$ cat src/rtl/drd_pkg.sv
package drd_pkg;
  typedef enum logic [1:0] {
    LINK_NONE = 2'b00,
    LINK_PIN0 = 2'b01,
    LINK_PIN1 = 2'b10,
    LINK_OFF  = 2'b11
  } link_e;
endpackage

$ cat src/rtl/drd_sync.sv
module drd_sync #(
  parameter int unsigned W = 2
) (
  input  logic         clk_i,
  input  logic         rst_ni,
  input  logic [W-1:0] d_i,
  output logic [W-1:0] q_o
);
  logic [W-1:0] s1_q, s2_q;

  always_ff @(posedge clk_i or negedge rst_ni) begin
    if (!rst_ni) begin
      s1_q <= '0;
      s2_q <= '0;
    end else begin
      s1_q <= d_i;
      s2_q <= s1_q;
    end
  end

  assign q_o = s2_q;
endmodule

$ cat src/rtl/drd_route.sv
module drd_route
  import drd_pkg::*;
#(
  parameter int unsigned NUM_OUT = 8,
  parameter int unsigned NUM_SEL = 6
) (
  input  logic [1:0]           pin_i,
  input  logic [2*NUM_OUT-1:0] map_i,
  output logic [NUM_OUT-1:0]   sel_o
);
  for (genvar i = 0; i < NUM_OUT; i++) begin : g_out
    if (i < NUM_SEL) begin : g_link
      link_e code;
      assign code = link_e'(map_i[2*i +: 2]);
      always_comb begin
        unique case (code)
          LINK_PIN0: sel_o[i] = pin_i[0];
          LINK_PIN1: sel_o[i] = pin_i[1];
          default:   sel_o[i] = 1'b0;
        endcase
      end
    end else begin : g_fixed
      assign sel_o[i] = 1'b0;
    end
  end
endmodule

$ cat src/rtl/drd_divider.sv
module drd_divider #(
  parameter int unsigned RATIO_W = 8
) (
  input  logic               clk_i,
  input  logic               rst_ni,
  input  logic [RATIO_W-1:0] ratio_a_i,
  input  logic [RATIO_W-1:0] ratio_b_i,
  input  logic               sel_i,
  output logic               clk_o,
  output logic               sel_active_o
);
  localparam logic [RATIO_W-1:0] MinRatio = RATIO_W'(2);
  localparam logic [RATIO_W-1:0] One      = RATIO_W'(1);

  logic [RATIO_W-1:0] cnt_q, act_q, cnt_n, act_n, pend, eff;
  logic               started_q, clk_q, sel_q;
  logic               wrap;

  assign pend = sel_i ? ratio_b_i : ratio_a_i;
  assign eff  = (pend < MinRatio) ? MinRatio : pend;
  // period boundary: last low cycle, or first edge out of reset
  assign wrap = !started_q || (cnt_q == act_q - One);

  always_comb begin
    if (wrap) begin
      cnt_n = '0;
      act_n = eff;
    end else begin
      cnt_n = cnt_q + One;
      act_n = act_q;
    end
  end

  always_ff @(posedge clk_i or negedge rst_ni) begin
    if (!rst_ni) begin
      cnt_q     <= '0;
      act_q     <= MinRatio;
      started_q <= 1'b0;
      clk_q     <= 1'b0;
      sel_q     <= 1'b0;
    end else begin
      cnt_q     <= cnt_n;
      act_q     <= act_n;
      started_q <= 1'b1;
      clk_q     <= (cnt_n < (act_n >> 1));
      if (wrap) sel_q <= sel_i;
    end
  end

  assign clk_o        = clk_q;
  assign sel_active_o = sel_q;
endmodule

$ cat src/rtl/dual_ratio_divider.sv
module dual_ratio_divider #(
  parameter int unsigned NUM_OUT = 8,
  parameter int unsigned NUM_SEL = 6,
  parameter int unsigned RATIO_W = 8
) (
  input  logic                       clk_i,
  input  logic                       rst_ni,
  input  logic [NUM_OUT*RATIO_W-1:0] ratio_a_i,
  input  logic [NUM_OUT*RATIO_W-1:0] ratio_b_i,
  input  logic [1:0]                 fsel_i,
  input  logic [2*NUM_OUT-1:0]       map_i,
  output logic [NUM_OUT-1:0]         clk_o,
  output logic [NUM_OUT-1:0]         sel_active_o
);
  logic [1:0]         pin_sync;
  logic [NUM_OUT-1:0] route_sel;

  drd_sync #(.W(2)) u_sync (
    .clk_i  (clk_i),
    .rst_ni (rst_ni),
    .d_i    (fsel_i),
    .q_o    (pin_sync)
  );

  drd_route #(.NUM_OUT(NUM_OUT), .NUM_SEL(NUM_SEL)) u_route (
    .pin_i (pin_sync),
    .map_i (map_i),
    .sel_o (route_sel)
  );

  for (genvar i = 0; i < NUM_OUT; i++) begin : g_div
    drd_divider #(.RATIO_W(RATIO_W)) u_div (
      .clk_i        (clk_i),
      .rst_ni       (rst_ni),
      .ratio_a_i    (ratio_a_i[i*RATIO_W +: RATIO_W]),
      .ratio_b_i    (ratio_b_i[i*RATIO_W +: RATIO_W]),
      .sel_i        (route_sel[i]),
      .clk_o        (clk_o[i]),
      .sel_active_o (sel_active_o[i])
    );
  end
endmodule

$ cat config.mk
export PLATFORM = sky130hd
export DESIGN_NAME = dual_ratio_divider
export DESIGN_NICKNAME = d
export VERILOG_FILES = /design/src/rtl/drd_pkg.sv /design/src/rtl/drd_sync.sv /design/src/rtl/drd_route.sv /design/src/rtl/drd_divider.sv /design/src/rtl/dual_ratio_divider.sv
export SDC_FILE = /design/constraint.sdc
export NUM_CORES = 1
export LEC_CHECK = 0
export ABC_CLOCK_PERIOD_IN_PS = 5100
export BUFFER_PORTS_ARGS = -buffer_cell sky130_fd_sc_hd__buf_2
export CAP_MARGIN = 10
export CORE_ASPECT_RATIO = 0.8
export CORE_MARGIN = 1
export CORE_UTILIZATION = 36
export DETAILED_ROUTE_END_ITERATION = 10
export SLEW_MARGIN = 20
export SYNTH_ARGS = -nofsm -noshare
export SYNTH_HDL_FRONTEND = slang
export SYNTH_SLANG_ARGS = --single-unit
$ cat constraint.sdc
create_clock -name clk_i -period 5.1 [get_ports clk_i]
set_input_delay 0.51 -clock clk_i [delete_from_list [all_inputs] [get_ports clk_i]]
set_output_delay 0.51 -clock clk_i [all_outputs]
set_load 0.01 [all_outputs]
; ---- Word level (Yosys, flattened, before mapping)
; Index checks and enable logic that the tools add are counted.
[classes]
addsub = 16
n_mux = 36
eq_ne = 20
n_lt_le_gt_ge = 16
n_reduce_logical = 9
[ops]
columns = op, n
row1 = $mux W8, 30
row2 = $add A8 B1 Y8 const B, 8
row3 = $eq A8 B8 Y1, 8
row4 = $lt A8 B2 Y1 const B, 8
row5 = $lt A8 B7 Y1, 8
row6 = $sub A8 B1 Y8 const B, 8
row7 = $eq A2 B1 Y1 const B, 6
row8 = $eq A2 B2 Y1 const B, 6
row9 = $pmux W1 S2, 6
row10 = $logic_or A1 B1 Y1, 8
row11 = $logic_not A1 Y1, 1
[word_totals]
input_bits = 148
ff_bits = 147
elab_cells = 138

; ---- Depth between registers and ports, before layout
; Gate-level depths: netlist (run 1).
[depth]
ltp_word = 7
mapped_depth = 17
depth_no_buf = 16

; ---- Cells and area by module
; From an unflattened synthesis (run 1), not the netlist that was laid out.
[unflattened]
cells_unflattened = 1109
area_unflattened_um2 = 11619.9
[modules_own_cells]
columns = mod, area_per_inst_um2, seq_area_each_um2, instances, cells_per_inst
row1 = drd_divider (g_div[0].u_div ...), 1402.6, 476.7, 7, 133
row2 = drd_divider (g_div[4].u_div), 1420.1, 476.7, 1, 135
row3 = drd_route, 281.5, 0.0, 1, 39
row4 = drd_sync, 100.1, 100.1, 1, 4

; ---- Worst setup path before layout (run 1)
; Ideal clock, no wire load.
[synth_timing]
kind = register to register
start = register g_div[7].u_div.act_q[1]
end = register g_div[7].u_div.clk_q
path_slack_ps = 1454
setup_time_ps = 82
period_less_slack_ps = 3646
path_stages_with_launch = 17
t_required_ps = 5018
arrival_ps = 3564
path_cell_list = dfstp_2 > inv_1 > ha_1 > xnor2_1 > or4_4 > o41ai_4 > buf_4 > nor2_1 > a21oi_1 > ha_1 > a21o_1 > a21o_1 > a21o_1 > a21o_1 > a21oi_1 > o21ai_1 > a31oi_1
[synth_via]
elab_chain_len = 5
word_cells_on_any_way = 6
[synth_rtl]
columns = element, line_no
row1 = from (decl), drd_divider.sv:15  ; logic [RATIO_W-1:0] cnt_q, act_q, cnt_n, act_n, pend, eff;
row2 = from (signal assigned), drd_divider.sv:37  ; act_q <= MinRatio;
row3 = from (signal assigned), drd_divider.sv:43  ; act_q <= act_n;
row4 = $sub A8 B1 Y8, drd_divider.sv:22  ; assign wrap = !started_q || (cnt_q == act_q - One);
row5 = $eq A8 B8 Y1, drd_divider.sv:22
row6 = $logic_or A1 B1 Y1, drd_divider.sv:22
row7 = $mux W8, drd_divider.sv:25  ; if (wrap) begin
row8 = $lt A8 B7 Y1 (*), drd_divider.sv:45  ; clk_q <= (cnt_n < (act_n >> 1));
row9 = to (signal assigned), drd_divider.sv:45
row10 = to (decl), drd_divider.sv:16  ; logic started_q, clk_q, sel_q;
; Every way passes the cells marked *; elsewhere a longest branch is shown, timed or not.
; A chain may end at the register's enable or synchronous reset.

; ---- Worst setup path in the final report (run 1)
; Ends and elaborated chain as after synthesis.

==> results of run 1 <==
synthesized netlist by cell type, types with 5 or more instances:
library cell  count  area [um^2]
a21o_1           34          255
a21oi_1          52          260
a22oi_1           6         45.0
a31oi_1          12         75.1
and3_1           19          119
buf_2             8         40.0
buf_4            24          180
clkbuf_1         17         63.8
dfrtp_1         139         3480
dfstp_2           8          210
ha_1             76          951
inv_1            65          244
mux2_2           33          372
mux2i_1          50          500
nand2_1          52          195
nand2b_1          9         56.3
nand3_1          38          190
nand3b_1          7         52.6
nand4_1           8         50.1
nor2_1          133          499
nor2b_1           7         43.8
nor3_1           20          100
nor4_1           22          138
o211ai_1         13         97.6
o21ai_0          24          120
o21ai_1           6         30.0
or3_1             7         43.8
or4_1             5         37.5
xnor2_1          79          692
xor2_1           46          403
kinds of logic (layout without fill, tap and decap cells):
family | after synthesis | in the layout | synth area share, %
simple gates | 349 | 349 | 16.9
compound gates | 192 | 192 | 12.9
flops | 147 | 147 | 36.2
xor+xnor | 125 | 125 | 10.7
other cells | 2 | 5 | 0.0736
fa+ha+maj | 77 | 77 | 9.42
buf+inv | 114 | 251 | 5.18
mux | 84 | 84 | 8.66
state kept, by name, summed over array words and instances, names as in the netlist:
signal                    count
g_div.u_div.act_q            64
g_div.u_div.cnt_q            64
g_div.u_div.clk_o             8
g_div.u_div.sel_active_o      6
u_sync.q_o                    2
u_sync.s1_q                   2
g_div.u_div.started_q         1
worst max-delay path, delay by kind of cell, from the launching register on:
family          cells  cell delay (ns)
compound gates      9             1.85
xor+xnor            1             0.13
fa+ha+maj           2             0.55
buf+inv             2             0.30
flops               1             0.55
simple gates        2             0.59
power breakdown:
group | internal (uW) | switching [uW] | total, uW | leakage (uW)
registers | 1260 | 118 | 1380 | 0.00181
logic | 302 | 336 | 639 | 0.00346
clock network | 691 | 511 | 1200 | 0.000266
total | 2250 | 965 | 3220 | 0.00554
layer usage:
layer,vias to the layer above,share of wire (%)
met1,3765,50
met5,-,0
met4,0,0.75
li1,4110,-
met3,11,3.9
met2,127,45
final timing paths:
path,slack [ns],to,startpoint
setup / recovery,1.06,g_div[7].u_div.clk_o$_DFF_PN0_,g_div[7].u_div.act_q[1]$_DFF_PN1_
hold / removal,0.12,g_div[1].u_div.act_q[2]$_DFF_PN0_,rst_ni
setup reg to reg,1.06,g_div[7].u_div.clk_o$_DFF_PN0_,g_div[7].u_div.act_q[1]$_DFF_PN1_
hold reg to reg,0.35,u_sync.q_o[0]$_DFF_PN0_,u_sync.s1_q[0]$_DFF_PN0_
max in group asynchronous,3.94,g_div[5].u_div.act_q[1]$_DFF_PN1_,rst_ni
min in group clk_i,0.19,u_sync.s1_q[0]$_DFF_PN0_,fsel_i[0]
cell type report:
class                           count  share of cell area (%)
Multi-Input combinational cell    830                    51.1
Sequential cell                   147                    31.3
Timing Repair Buffer              154                    6.88
Tap cell                          364                    3.87
Clock buffer                       22                    3.86
Inverter                           65                    2.07
Clock inverter                     10                   0.872
Antenna cell                        2                  0.0425
cells in the final DEF, fill, tap and decap left out, drive strengths merged, types with 31 or more instances in the layout:
cell and n:
buf 154, dfrtp 139, ha 76, a21oi 54, a21o 34, nand3 38
mux2i 50, xor2 46, o21ai 31, nand2 52, nor2 133, xnor2 79
mux2 34, inv 69
stage by stage:
step                setup slack (ns)  hold slack, ns  instance area [um^2]  total power (uW)  utilization (%)
floorplan                       1.45           0.214                 10200              1830                -
global placement                1.10           0.332                 11200              2030             40.7
detailed placement              1.01           0.339                 11200              2040             40.7
CTS                            0.986           0.144                 11800              3270             42.7
global route                   0.745           0.159                 11800              3420             42.7
finish                          1.06           0.120                 11800              3220             42.7
==> flow_metrics.tcl, run 1 <==
set metrics [dict create \
    outcome "complete, no violations" \
    cp.arrival_ns 4.37 \
    worst_pin_slew_ns 1.01 \
    cellPowerDensity_nw_per_um2 273 \
    yosys_warnings 0 \
    htreeDepth 4 \
    hold_class "input port to asynchronous set/reset pin" \
    grt_pass1_wl_um 38600 \
    rsz0062_at_grt "no" \
    fillers 2715 \
    grtUsageMet3_pct 3.27 \
    grt_pass1_vias 7922 \
    ff_latch_area_um2 3690 \
    worstPathCellList "inv_1, ha_1, xnor2_1, or4_4, o41ai_4, buf_4, nor2_1, a21oi_1, ha_1, a21o_1, a21o_1, a21o_1, a21o_1, a21oi_1, o21ai_1, a31oi_1" \
    syn-mean-instance-area_um2 9.36 \
    clock_path_buffers 2 \
    via_per_inst 5.03 \
    final_layout_size_suffix_gt1_share_pct 20.0 \
    ios 164 \
    slowest_stage "o41ai_4" \
    die_w_um 190 \
    endpoint_kind "flip-flop" \
    tritoncts "done" \
    grt_max_degree 75 \
    synthArstFlopShare_pct 100 \
    cp_common_cell "a21o_1" \
    gp_congestion 0.846 \
    setup.worst_path.start_class "flip-flop" \
    fin_tns_setup_ns 0 \
    antenna_found_initial 3 \
    required_ns 5.43 \
    gr-total-overflow 0 \
    drc 0 \
    drv_cap 0 \
    wl_per_cell_um 14.3 \
    hold_viol 0 \
    post_synth_inst_count 1090 \
    relSlewSlack_pct 32.1 \
    synthFlopType "dfrtp_1" \
    grt_usage_pct 16.6 \
    cts_root_buffer "clkbuf_16" \
    finClkSkew_ns 0.0155 \
    setup_viol 0 \
    postRouteAntennaNets 0 \
    met2_usage_pct 26.3 \
    dp.cells 1560 \
    first_iter_violations 408 \
    synth_edf_count 0 \
    p_leak_uw 0.00554 \
    post_cts_buffers 0 \
    hpwl_um 17900 \
    clkSlewWorstSetupHoldPaths_ns 0.07 \
    ctsHoldBuffers 0 \
    max_freq_ghz 0.248 \
    grt.busiest_layer "met2" \
    die-height_um 153 \
    coreArea_um2 27600 \
    initial_core_util_pct 37.0 \
    ir_drop_uv 226 \
    worst_skew_pair.late_latency_ns 0.43 \
    multi_input_comb_area_um2 6010 \
    instances_no_fill 1594 \
    ys_ff_latch 147 \
    cts_buffers 17 \
    ys_seq_area_share_pct 36.2 \
    die-area_um2 29000 \
    first_pass_iters 5 \
    synthesis.area_um2 10200 \
    synth_cell_types 72 \
    ff2ff_path_depth 16 \
    cts_num_sinks 147 \
    critPathMaxFanout 6 \
    vias 8013 \
    rows 54 \
    period_share_pct 79.2 \
    cts_resized 0 \
    met1_usage_pct 23.1 \
    drv_slew 0 \
    num-nets-final 1439 \
    routed_wl_um 22900 \
    period_needed_ns 4.04 \
    max_stage_delay_ns 0.60 \
    portBuffers 141 \
    syn_to_final_growth_pct 15.4 \
    path_class "flip-flop to flip-flop" \
]
Power figures use the tool's default switching activity.
==> inputs of run 2 (changes only) <==
ABC_CLOCK_PERIOD_IN_PS = 3600   (was 5100)
clock period = 3.6 ns   (was 5.1 ns; I/O delays follow)
==> flow_metrics.tcl, run 2 (synthesis results as in run 1) <==
set metrics [dict create \
    regToRegSetupSlack_ns 0.12 \
    grt_pass1_vias 8209 \
    worst_pin_slew_ns 0.841 \
    routed_wl_um 24300 \
    dpl_cell_area_um2 11600 \
    endpoint_kind "flip-flop" \
    path_class "flip-flop to flip-flop" \
    dp.cells 1600 \
    ios 164 \
    setup.worst_path.start_class "flip-flop" \
    p_int_uw 3210 \
    grt_pass1_wl_um 40300 \
    drv_slew 0 \
    cp-endpoint "g_div[7].u_div.clk_o$_DFF_PN0_" \
    cts_buffers 17 \
    combPwrFrac_pct 22.4 \
    fillers 2649 \
    fin_tns_setup_ns 0 \
    relSlewSlack_pct 43.9 \
    cts_root_buffer "clkbuf_16" \
    instances_no_fill 1646 \
    required_ns 3.95 \
    grt_max_degree 85 \
    hold_class "input port to asynchronous set/reset pin" \
    die-height_um 153 \
    portBuffers 141 \
    max_freq_ghz 0.287 \
    cts_num_sinks 147 \
    num-nets-final 1492 \
    htreeDepth 4 \
    worstPathCellList "inv_2, ha_4, xnor2_1, or4_4, o41ai_4, buf_4, buf_4, mux2i_4, ha_1, a21o_1, a21o_1, a21oi_2, o21ai_1, a31oi_1" \
    rsz0062_at_grt "yes" \
    p_switching_uw 1480 \
    outcome "finished, violations left" \
    worst-path-stages 14 \
    gr-total-overflow 0 \
    slowest_stage "dfstp_2" \
    drv_cap 0 \
    reg2reg_to "g_div[7].u_div.clk_o$_DFF_PN0_" \
    clkSlewWorstSetupHoldPaths_ns 0.07 \
    r2r_start "g_div[7].u_div.act_q[1]$_DFF_PN1_" \
    drc 0 \
    initial_core_util_pct 37.0 \
    violations "negative hold slack" \
    final_cell_mix "140 x buf_2, 139 x dfrtp_1, 130 x nor2_1" \
    hold_viol 5 \
    antenna_found_initial 1 \
    die_w_um 190 \
    pwr-share-seq_pct 41.2 \
    wl_per_cell_um 14.8 \
    via_per_inst 5.04 \
    cp.arrival_ns 3.83 \
    critPathMaxFanout 4 \
    period_needed_ns 3.48 \
    ir_drop_uv 318 \
    final_common_cell "buf_2" \
    first_iter_violations 394 \
    sw_frac_of_total_pct 31.5 \
    finClkSkew_ns 0.0185 \
    holdWs_ns -0.0213 \
    coreArea_um2 27600 \
    cp-startpoint "g_div[7].u_div.act_q[1]$_DFF_PN1_" \
    worst_skew_pair.late_latency_ns 0.43 \
    hpwl_um 18600 \
    p_leak_uw 0.00582 \
    clkPwrFrac_pct 36.4 \
    max_stage_delay_ns 0.55 \
    final_layout_size_suffix_gt1_share_pct 25.8 \
    vias 8294 \
    gp_congestion 0.855 \
    finalInstanceArea_um2 12400 \
    ff2ff_path_depth 14 \
    cp_num_buf_inv 3 \
    rows 54 \
    die-area_um2 29000 \
    grt_usage_pct 17.3 \
    postRouteAntennaNets 0 \
    first_pass_iters 8 \
    cellPowerDensity_nw_per_um2 378 \
    tritoncts "done" \
    period_share_pct 96.7 \
    cp_top_family "compound AO/OA/AOI/OAI gates" \
    setup_viol 0 \
    clock_path_buffers 2 \
    syn_to_final_growth_pct 21.7 \
]
[run 2: changes by cell type in the layout (fill, tap and decap cells not counted), moves of 3 or more]
cell	change
a21oi_1	-3
a21oi_2	+3
buf_12	+5
buf_4	+44
buf_6	+4
clkbuf_1	-4
ha_1	-5
ha_4	+4
inv_6	+4
mux2i_1	-5
mux2i_4	+4
nor2_1	-3
nor2_2	+3
[run 2: area by class of cell]
| cell class | count | area [um^2] | area share (%) |
|---|---|---|---|
| Antenna cell | 1 | 2.50 | 0.0202 |
| Clock buffer | 18 | 439 | 3.54 |
| Clock inverter | 14 | 116 | 0.937 |
| Inverter | 65 | 244 | 1.96 |
| Multi-Input combinational cell | 830 | 6190 | 49.8 |
| Sequential cell | 147 | 3690 | 29.7 |
| Tap cell | 364 | 455 | 3.67 |
| Timing Repair Buffer | 207 | 1280 | 10.3 |
[run 2: worst min path at each step]
| stage | end | cells after the start | startpoint | slack [ns] |
|---|---|---|---|---|
| 6_report | g_div[1].u_div.act_q[0]$_DFFE_PN0N_ | 1 | rst_ni | -0.02 |
| 5_1_grt | u_sync.s1_q[1]$_DFF_PN0_ | 1 | fsel_i[1] | 0.01 |
| 4_1_cts | g_div[1].u_div.act_q[0]$_DFFE_PN0N_ | 1 | rst_ni | 0.0003 |
| 3_5_place_dp | u_sync.q_o[1]$_DFF_PN0_ | 0 | u_sync.s1_q[1]$_DFF_PN0_ | 0.34 |
| 3_3_place_gp | u_sync.q_o[1]$_DFF_PN0_ | 0 | u_sync.s1_q[1]$_DFF_PN0_ | 0.33 |
| 2_1_floorplan | g_div[0].u_div.act_q[0]$_DFFE_PN0N_ | 0 | rst_ni | 0.06 |
[run 2: routing by layer]
metal / routed length (um) / track usage (%) / vias to the layer above
li1: - / - / 4203
met1: 11900 / 24.1 / 3933
met2: 11200 / 27.7 / 139
met3: 863 / 2.99 / 19
met4: 337 / 4.42 / 0
met5: 0 / 0 / -
[run 2: timing repair]
action / 4_1_cts / 5_1_grt
setup buffers: 3 / 10
resized for setup: 1 / 40
setup endpoints to repair: 2 / 6
pin swaps: 2 / 21
hold buffers: 0 / 0
[run 2: stage by stage]
| step | utilization [%] | total power, uW | setup WS [ns] |
|---|---|---|---|
| 2_1_floorplan | - | 2590 | 0.0300 |
| 6_report | 45.0 | 4700 | 0.120 |
| 3_5_place_dp | 41.9 | 2960 | -0.000347 |
| 3_3_place_gp | 41.9 | 2930 | 0.00503 |
| 4_1_cts | 44.0 | 4710 | 0.000980 |
| 5_1_grt | 45.0 | 4980 | -0.0823 |
[run 2: power groups by stage]
| stage | Combinational (uW) | Clock [uW] | Sequential [uW] |
|---|---|---|---|
| 5_1_grt | 1190 | 1840 | 1960 |
| 6_report | 1050 | 1710 | 1930 |
| 4_1_cts | 1010 | 1780 | 1930 |
| 3_3_place_gp | 978 | 0 | 1960 |
| 3_5_place_dp | 999 | 0 | 1960 |
| 2_1_floorplan | 677 | 0 | 1920 |
[run 2: worst reg2reg max path, delay by kind of cell (launching register included)]
family | cells | cell delay [ns]
fa+ha+maj | 2 | 0.48
mux | 1 | 0.23
compound gates | 6 | 1.08
flops | 1 | 0.55
simple gates | 1 | 0.55
buf+inv | 3 | 0.41
xor+xnor | 1 | 0.12
==> inputs of run 3 (changes only) <==
CORE_ASPECT_RATIO = default   (was 0.8)
==> flow_metrics.tcl, run 3 (synthesis results as in run 1) <==
set metrics [dict create \
    die-height_um 170 \
    die-area_um2 29000 \
    drc 0 \
    hpwl_um 18000 \
    cp_common_cell "a21o_1" \
    htreeDepth 4 \
    ff2ff_path_depth 15 \
    initial_core_util_pct 36.6 \
    path_class "flip-flop to flip-flop" \
    final_cell_mix "140 x buf_2, 139 x dfrtp_1, 129 x nor2_1" \
    clkSlewWorstSetupHoldPaths_ns 0.06 \
    instances_no_fill 1659 \
    endpoint_kind "flip-flop" \
    first_iter_violations 369 \
    fin_tns_setup_ns 0 \
    final_common_cell "buf_2" \
    dpl_cell_area_um2 11600 \
    first_pass_iters 5 \
    worstPathCellList "or3_4, o31a_1, a211o_1, a31oi_4, o41ai_4, buf_4, a21oi_1, ha_1, a21o_1, a21o_1, a21o_1, a21o_1, a21oi_2, o21ai_1, a31oi_1" \
    portBuffers 141 \
    setup.worst_path.start_class "flip-flop" \
    fillers 2660 \
    cts_root_buffer "clkbuf_16" \
    coreArea_um2 27900 \
    hold_viol 0 \
    hold_class "input port to flip-flop" \
    reg2reg_to "g_div[7].u_div.clk_o$_DFF_PN0_" \
    final_layout_size_suffix_gt1_share_pct 24.9 \
    cts_num_sinks 147 \
    finClkSkew_ns 0.0119 \
    die_w_um 170 \
    power_uw 4880 \
    slowest_stage "dfrtp_1" \
    hold_path_startpoint "fsel_i[1]" \
    cts_buffers 17 \
    grt_pass1_wl_um 38300 \
    regToRegSetupSlack_ns 0.15 \
    cellPowerDensity_nw_per_um2 393 \
    period_share_pct 95.8 \
    grt_max_degree 65 \
    wl_per_cell_um 13.9 \
    p_leak_uw 0.00585 \
    dp.cells 1618 \
    drv_cap 0 \
    antenna_found_initial 1 \
    worst_skew_pair.late_latency_ns 0.42 \
    gp_congestion 0.849 \
    grt_usage_pct 16.5 \
    max_freq_ghz 0.290 \
    routed_wl_um 23100 \
    cp_top_family "compound AO/OA/AOI/OAI gates" \
    ios 164 \
    vias 8237 \
    r2r_start "g_div[7].u_div.act_q[0]$_DFFE_PN0N_" \
    postLayoutSetupSlackWorst_ns 0.151 \
    required_ns 3.94 \
    rsz0062_at_grt "yes" \
    outcome "complete, no violations" \
    syn_to_final_growth_pct 21.7 \
    cp.arrival_ns 3.79 \
    drv_slew 0 \
    finalInstanceArea_um2 12400 \
    max_stage_delay_ns 0.40 \
    grt_pass1_vias 8122 \
    ir_drop_uv 267 \
    postRouteAntennaNets 0 \
    via_per_inst 4.97 \
    critPathMaxFanout 7 \
    worst_pin_slew_ns 0.776 \
    hold_depth 1 \
    hold_path_end "u_sync.s1_q[1]$_DFF_PN0_" \
    gr-total-overflow 0 \
    period_needed_ns 3.45 \
    pre_cts_slack_ns 0.0178 \
    tritoncts "done" \
    rows 61 \
    setup_viol 0 \
    num-nets-final 1491 \
    cp_num_buf_inv 1 \
    relSlewSlack_pct 48.0 \
    clock_path_buffers 2 \
]
[run 3: changes by cell type in the layout (fill, tap and decap cells not counted), sizes merged]
cell / change
inv: -9
bufinv: +4
buf: -2
clkinv: +4
clkbuf: +3
dlygate4sd3: +1
clkinvlp: -2
[run 3: worst max path at each step]
stage	startpoint	to	slack, ns	cells after the start
finish	g_div[7].u_div.act_q[0]$_DFFE_PN0N_	g_div[7].u_div.clk_o$_DFF_PN0_	0.15	15
global route	g_div[5].u_div.act_q[2]$_DFF_PN0_	g_div[5].u_div.clk_o$_DFF_PN0_	-0.06	14
floorplan	g_div[7].u_div.act_q[1]$_DFF_PN1_	g_div[7].u_div.clk_o$_DFF_PN0_	0.03	17
CTS	g_div[5].u_div.act_q[2]$_DFF_PN0_	g_div[5].u_div.clk_o$_DFF_PN0_	0.005	14
global placement	g_div[7].u_div.act_q[1]$_DFF_PN1_	g_div[7].u_div.clk_o$_DFF_PN0_	0.03	16
detailed placement	g_div[7].u_div.act_q[1]$_DFF_PN1_	g_div[7].u_div.clk_o$_DFF_PN0_	0.02	16
[run 3: per-layer routing]
layer  track usage (%)  share of wire (%)  wire (um)  vias up
li1                  -                  -          -     4206
met1              20.6                 46      10600     3928
met2              29.0                 51      11700       88
met3              2.84                2.1        492       15
met4              4.86                1.3        302        0
met5                 0                  0          0        -
[run 3: what timing repair did]
item / in CTS / in global routing
gates resized for setup: 0 / 34
buffers inserted: 1 / 6
hold buffers: 1 / 0
setup endpoints to repair: 1 / 7
endpoints found under the hold margin: 59 / 0
pin swaps: 0 / 9
[run 3: stage by stage]
step / util [%] / hold slack (ns)
after floorplan: - / 0.0644
after global placement: 41.6 / 0.332
after detailed placement: 41.6 / 0.342
after global routing: 44.6 / 0.0137
final: 44.6 / 0.0437
after CTS: 43.9 / 0.0214
[run 3: layout make-up]
type,count,area (um^2),share of cell area [%]
clock buffers,21,450,3.63
clock inverters,11,179,1.44
multi-input cells,830,6120,49.3
repair buffers,206,1250,10.1
well taps,378,473,3.81
flip-flops and latches,147,3690,29.7
inverters,65,244,1.97
diodes,1,2.50,0.0202
[run 3: report_power, final]
group	switching [uW]	total [uW]	internal, uW
registers	140	1920	1780
logic	535	1040	505
clock network	728	1910	1190
total	1400	4880	3470
